--- src/rtl/prb_pkg.sv ---
package prb_pkg;
    localparam int RFIELD_W  = 4;
    localparam int VALID_BIT = 4;
    localparam int BASE_LSB  = 5;

    typedef enum logic [1:0] {
        SEL_NUM  = 2'd0,
        SEL_BASE = 2'd1,
        SEL_CTRL = 2'd2,
        SEL_NONE = 2'd3
    } reg_sel_e;
endpackage

--- src/rtl/prb_decode.sv ---
module prb_decode
    import prb_pkg::*;
(
    input  logic       sel_i,
    input  logic       we_i,
    input  logic [1:0] word_addr_i,
    output reg_sel_e   reg_sel_o,
    output logic       wr_num_o,
    output logic       wr_base_o,
    output logic       wr_ctrl_o
);
    always_comb begin
        reg_sel_o = SEL_NONE;
        if (sel_i) begin
            unique case (word_addr_i)
                2'd0:    reg_sel_o = SEL_NUM;
                2'd1:    reg_sel_o = SEL_BASE;
                2'd2:    reg_sel_o = SEL_CTRL;
                default: reg_sel_o = SEL_NONE;
            endcase
        end
    end

    always_comb begin
        wr_num_o  = 1'b0;
        wr_base_o = 1'b0;
        wr_ctrl_o = 1'b0;
        if (we_i) begin
            unique case (reg_sel_o)
                SEL_NUM:  wr_num_o  = 1'b1;
                SEL_BASE: wr_base_o = 1'b1;
                SEL_CTRL: wr_ctrl_o = 1'b1;
                default:  ;
            endcase
        end
    end
endmodule

--- src/rtl/prb_region_entry.sv ---
module prb_region_entry
    import prb_pkg::*;
(
    input  logic                 clk_i,
    input  logic                 rst_ni,
    input  logic                 base_we_i,
    input  logic                 ctrl_we_i,
    input  logic [31:0]          wdata_i,
    input  logic [31:0]          wmask_i,
    output logic [31:BASE_LSB]   base_q_o,
    output logic [15:0]          ctrl_q_o,
    output logic [15:0]          attr_q_o
);
    logic [31:0] base_full, base_next, cw_full, cw_next;

    always_comb begin
        base_full = {base_q_o, {BASE_LSB{1'b0}}};
        base_next = (base_full & ~wmask_i) | (wdata_i & wmask_i);
        cw_full   = {attr_q_o, ctrl_q_o};
        cw_next   = (cw_full & ~wmask_i) | (wdata_i & wmask_i);
    end

    always_ff @(posedge clk_i or negedge rst_ni) begin
        if (!rst_ni) begin
            base_q_o <= '0;
            ctrl_q_o <= '0;
            attr_q_o <= '0;
        end else begin
            if (base_we_i) base_q_o <= base_next[31:BASE_LSB];
            if (ctrl_we_i) begin
                ctrl_q_o <= cw_next[15:0];
                attr_q_o <= cw_next[31:16];
            end
        end
    end

    AST_ENTRY_HOLD: assert property (@(posedge clk_i) disable iff (!rst_ni)
        (!base_we_i && !ctrl_we_i) |=> ($stable(base_q_o) && $stable(ctrl_q_o) && $stable(attr_q_o)));
    AST_ATTR_KEEP: assert property (@(posedge clk_i) disable iff (!rst_ni)
        (ctrl_we_i && wmask_i[31:16] == 16'h0) |=> $stable(attr_q_o));
    AST_SIZE_KEEP: assert property (@(posedge clk_i) disable iff (!rst_ni)
        (ctrl_we_i && wmask_i[15:0] == 16'h0) |=> $stable(ctrl_q_o));
endmodule

--- src/rtl/prot_region_bank.sv ---
module prot_region_bank
    import prb_pkg::*;
#(
    parameter int NUM_REGIONS = 8
) (
    input  logic        clk_i,
    input  logic        rst_ni,
    input  logic        sel_i,
    input  logic        we_i,
    input  logic [1:0]  word_addr_i,
    input  logic [31:0] wdata_i,
    input  logic [3:0]  wstrb_i,
    output logic [31:0] rdata_o
);
    localparam int IDX_W = $clog2(NUM_REGIONS);
    localparam int PAD_W = BASE_LSB - IDX_W;

    reg_sel_e          reg_sel;
    logic              wr_num, wr_base, wr_ctrl;
    logic [IDX_W-1:0]  cur_idx;
    logic [IDX_W-1:0]  tgt_idx;
    logic              retarget;
    logic [31:0]       wmask;

    logic [31:BASE_LSB] base_arr [NUM_REGIONS];
    logic [15:0]        ctrl_arr [NUM_REGIONS];
    logic [15:0]        attr_arr [NUM_REGIONS];

    prb_decode u_dec (
        .sel_i       (sel_i),
        .we_i        (we_i),
        .word_addr_i (word_addr_i),
        .reg_sel_o   (reg_sel),
        .wr_num_o    (wr_num),
        .wr_base_o   (wr_base),
        .wr_ctrl_o   (wr_ctrl)
    );

    always_comb begin
        for (int b = 0; b < 4; b++) wmask[b*8 +: 8] = {8{wstrb_i[b]}};
        retarget = wr_base && wstrb_i[0] && wdata_i[VALID_BIT];
        tgt_idx  = retarget ? wdata_i[IDX_W-1:0] : cur_idx;
    end

    always_ff @(posedge clk_i or negedge rst_ni) begin
        if (!rst_ni) begin
            cur_idx <= '0;
        end else if ((wr_num && wstrb_i[0]) || retarget) begin
            cur_idx <= wdata_i[IDX_W-1:0];
        end
    end

    for (genvar g = 0; g < NUM_REGIONS; g++) begin : g_region
        prb_region_entry u_entry (
            .clk_i     (clk_i),
            .rst_ni    (rst_ni),
            .base_we_i (wr_base && (tgt_idx == IDX_W'(g))),
            .ctrl_we_i (wr_ctrl && (cur_idx == IDX_W'(g))),
            .wdata_i   (wdata_i),
            .wmask_i   (wmask),
            .base_q_o  (base_arr[g]),
            .ctrl_q_o  (ctrl_arr[g]),
            .attr_q_o  (attr_arr[g])
        );
    end

    always_comb begin
        rdata_o = '0;
        unique case (reg_sel)
            SEL_NUM:  rdata_o = {{(32-IDX_W){1'b0}}, cur_idx};
            SEL_BASE: rdata_o = {base_arr[cur_idx], {PAD_W{1'b0}}, cur_idx};
            SEL_CTRL: rdata_o = {attr_arr[cur_idx], ctrl_arr[cur_idx]};
            default:  rdata_o = '0;
        endcase
    end

    AST_NUM_RETARGET: assert property (@(posedge clk_i) disable iff (!rst_ni)
        (sel_i && we_i && word_addr_i == 2'd1 && wstrb_i[0] && wdata_i[VALID_BIT])
        |=> (cur_idx == $past(wdata_i[IDX_W-1:0])));
    AST_NUM_HOLD: assert property (@(posedge clk_i) disable iff (!rst_ni)
        !(sel_i && we_i && (word_addr_i == 2'd0 || (word_addr_i == 2'd1 && wdata_i[VALID_BIT])))
        |=> $stable(cur_idx));
    AST_UNMAPPED_ZERO: assert property (@(posedge clk_i) disable iff (!rst_ni)
        (sel_i && word_addr_i == 2'd3) |-> (rdata_o == 32'h0));
    AST_VALID_READS_ZERO: assert property (@(posedge clk_i) disable iff (!rst_ni)
        (sel_i && word_addr_i == 2'd1) |-> (rdata_o[VALID_BIT] == 1'b0));
endmodule

--- config.mk ---
export PLATFORM = sky130hd
export DESIGN_NAME = prot_region_bank
export DESIGN_NICKNAME = d
export VERILOG_FILES = /design/src/rtl/prb_pkg.sv /design/src/rtl/prb_decode.sv /design/src/rtl/prb_region_entry.sv /design/src/rtl/prot_region_bank.sv
export SDC_FILE = /design/constraint.sdc
export NUM_CORES = 1
export LEC_CHECK = 0
export BUFFER_PORTS_ARGS = -buffer_cell sky130_fd_sc_hd__buf_2
export CORE_ASPECT_RATIO = 0.9
export CORE_MARGIN = 2
export CORE_UTILIZATION = 56
export CTS_BUF_LIST = sky130_fd_sc_hd__clkbuf_8 sky130_fd_sc_hd__clkbuf_16
export CTS_CLUSTER_DIAMETER = 50
export DETAILED_ROUTE_END_ITERATION = 7
export PLACE_DENSITY_LB_ADDON = 0.15
export RECOVER_POWER = 100
export SYNTH_ARGS = -nofsm -noshare
export SYNTH_HDL_FRONTEND = slang
export SYNTH_SLANG_ARGS = --single-unit
export TNS_END_PERCENT = 1
--- constraint.sdc ---
create_clock -name clk_i -period 2.15 [get_ports clk_i]
set_input_delay 0 -clock clk_i [delete_from_list [all_inputs] [get_ports clk_i]]
set_output_delay 0 -clock clk_i [all_outputs]
set_load 0.03 [all_outputs]
==> results.md <==
* Final Hold Fails at 0
* Mapped Area at 0.0223 sq mm
* Global-route wire length before repair at 86.1 mm
* Number of global-route vias before repair at 14600
* Violated checks: capacitance limit, slew limit, setup timing
* Most frequent cells after synthesis: mux2_2 (488), dfrtp_1 (475), mux2i_1 (77)
* Synthesized Nets at 1553
* Final period demand of the worst path at 2.51 ns
* Seq/Total Area, Yosys at 0.533
* Netlist cell types at 46
* Top-area cell type share of the netlist area at 0.533
* Final setup skew at 0.0218 ns
* CTS root buf: clkbuf_16
* Worst slew pin tran at 1.54 ns
* Tot GR Track Use at 0.268
* Max Cap Viol at 1
* Worst Path Max Fanout at 13
* Routability cong. at 0.789
* Layout cells sized above 1 at 0.540
* Total grt overflow at 0
* Final period utilization at 1.17
* Logic pwr share at 0.230
* Clock power frac at 0.335
* Synthesized area per cell at 14.8 sq um
* Remaining antenna violation count at 0
* Worst setup margin at -0.364 ns
* Dpl ws at -0.214 ns
* Worst VDD drop at 1050 uV
* Hold Slack at 0.111 ns
* CTS sink cnt at 475
* H-tree depth at 2
* Max_slew headroom at -0.0262
* # DRC at 0
* RSZ-0062 raised after global routing: true
* Static Leak at 12.7 nW
* Post-synthesis to final-layout area growth at 20.0%
* Run status: finished, violations left
* Most frequent cell after synthesis: mux2_2
* Yosys synthesis warning count at 0
* Die width at 214 microns
* Final HPWL from detailed placement at 33.7 mm
* Row Count at 69
* Crit Path Class: flop to output pin
* DR vias at 13700
* PD cells at 950 mW/mm^2
* Max Transition Viols Final at 15
* Switching Fraction at 0.272
* Pin count of the biggest net entering global routing at 93
* Final net count at 1758
* Count of final setup violators at 32
* Switching Power at 0.00691 W
* Hold Startpoint: wstrb_i[2]
* Die area at 0.0414 sq mm
* Worst-skew pair later-pin latency at 0.59 ns
* Area contributors post-synth: dfrtp_1 (53%), mux2_2 (25%), mux4_2 (6.4%)
* Yosys reg bits at 475
* DRT Pass-1 Iters at 5
* # IOs at 74
* Setup crit start kind: flop
* Async set-or-reset flop fraction in the synthesized netlist at 1.00
* CTS tree: yes
* Peak Freq at 398 MHz
* EDFF count, synth at 0
* Crit end category: output pin
* Cell taking the most area after synthesis: dfrtp_1
* Initial antenna violation count at 1
* Crit path from: cur_idx[1]$_DFFE_PN0P_
* Core area at 0.0394 sq mm
* Drt via density at 6.00
* Clock transition at path regs at 0.06 ns
* Most used DFF post-synth: dfrtp_1
* Critical Path RT at 2.15 ns
* Worst Hold Class: input pin to flop
* Clock buffer depth at 3
* Detailed Route WL at 53.9 mm
* Die Y at 193 microns
* Post-Synthesis Cells at 1511
* Total clock buffers created by CTS at 50
* Register share of total power at 0.434
* Wirelength per Cell at 23.6 microns
* DR iter-0 viols at 932
* Worst Path Arrival at 2.51 ns
* Port bufs at 73
* Initial core utilization at 0.567
* Cell Int Power at 0.0185 W
* FF-to-FF Start: cur_idx[1]$_DFFE_PN0P_
-- repair_timing --
action | in CTS | in global routing
pin swaps | 15 | 16
gates resized for setup | 90 | 36
cloned | 6 | 0
hold buffers | 38 | 0
setup endpoints to repair | 40 | 163
setup buffers | 13 | 1
endpoints found under the hold margin | 950 | 0
-- power groups by stage --
stage,sequential (W),clock [W],combinational [W]
floorplan,0.0109,0,0.00382
global placement,0.0111,0,0.00515
detailed placement,0.0112,0,0.00523
CTS,0.0110,0.00867,0.00584
global route,0.0112,0.00905,0.00628
finish,0.0110,0.00852,0.00586
-- per-stage QoR --
step	util	instances	cell area [sq um]	power, W	TNS (ns)
after floorplan	-	1511	22300	0.0147	0
after global placement	0.614	2139	24200	0.0162	-1.44
after detailed placement	0.614	2139	24200	0.0164	-1.23
after CTS	0.681	2283	26800	0.0255	-11.62
after global routing	0.680	2283	26800	0.0265	-13.25
final	0.680	2284	26800	0.0254	-9.75
-- cell families after synthesis --
logic type	synth area share
buffers and inverters	0.0219
AND/OR/NAND/NOR	0.0348
multiplexers	0.357
flip-flops	0.533
AO/OA/AOI/OAI	0.0537
-- critical path, cell delays in order, from the launching register on --
cell,delay [ns]
dfrtp_4,0.56
bufbuf_16,0.30
bufbuf_16,0.29
mux2i_1,0.12
a22oi_1,0.19
nand2_1,0.10
o21ai_1,0.18
buf_4,0.19
-- layout make-up --
cell class | count | area, sq um
inverter | 9 | 33.8
multi-input combinational | 927 | 10200
antenna | 1 | 2.50
tap | 532 | 666
fill | 2763 | 12600
clock inverter | 25 | 196
sequential | 475 | 11900
clock buffer | 62 | 1430
timing repair buffer | 253 | 2360
-- path summary, 6_finish.rpt --
kind	to	slack (ns)	depth (start not counted)
worst max-delay path	rdata_o[14]	-0.36	7
max in group asynchronous	asynchronous set/reset pin	0.29	3
min in group asynchronous	asynchronous set/reset pin	1.12	3
worst min-delay path	flop	0.11	4
worst max register to register	flop	0.01	5
worst min register to register	flop	0.50	1
-- layout by cell type, fill, tap and decap left out, drive strengths merged, types with 5 or more instances in the layout --
cell type,netlist,final
inv,9,26
a22oi,68,68
o21ai,20,20
nand2b,9,9
mux2i,77,77
dlygate4sd3,0,37
mux2,507,507
clkbuf,54,88
nand2,47,47
nand3,9,9
mux4,63,63
nor3,15,15
clkinv,0,5
dfrtp,475,475
nor2b,7,7
nor2,33,34
a221o,8,8
o22ai,25,25
buf,47,186
a32oi,9,9
-- routing by layer --
| layer | track usage | wire [microns] | vias to the layer above | share of wire |
|---|---|---|---|---|
| met5 | 0 | 0 | - | 0 |
| met4 | 0.0761 | 1340 | 0 | 0.025 |
| met3 | 0.0475 | 2780 | 77 | 0.051 |
| met2 | 0.416 | 25000 | 306 | 0.46 |
| met1 | 0.393 | 24800 | 7224 | 0.46 |
| li1 | - | - | 6105 | - |
Note: power is estimated with default switching activity, not from simulation.
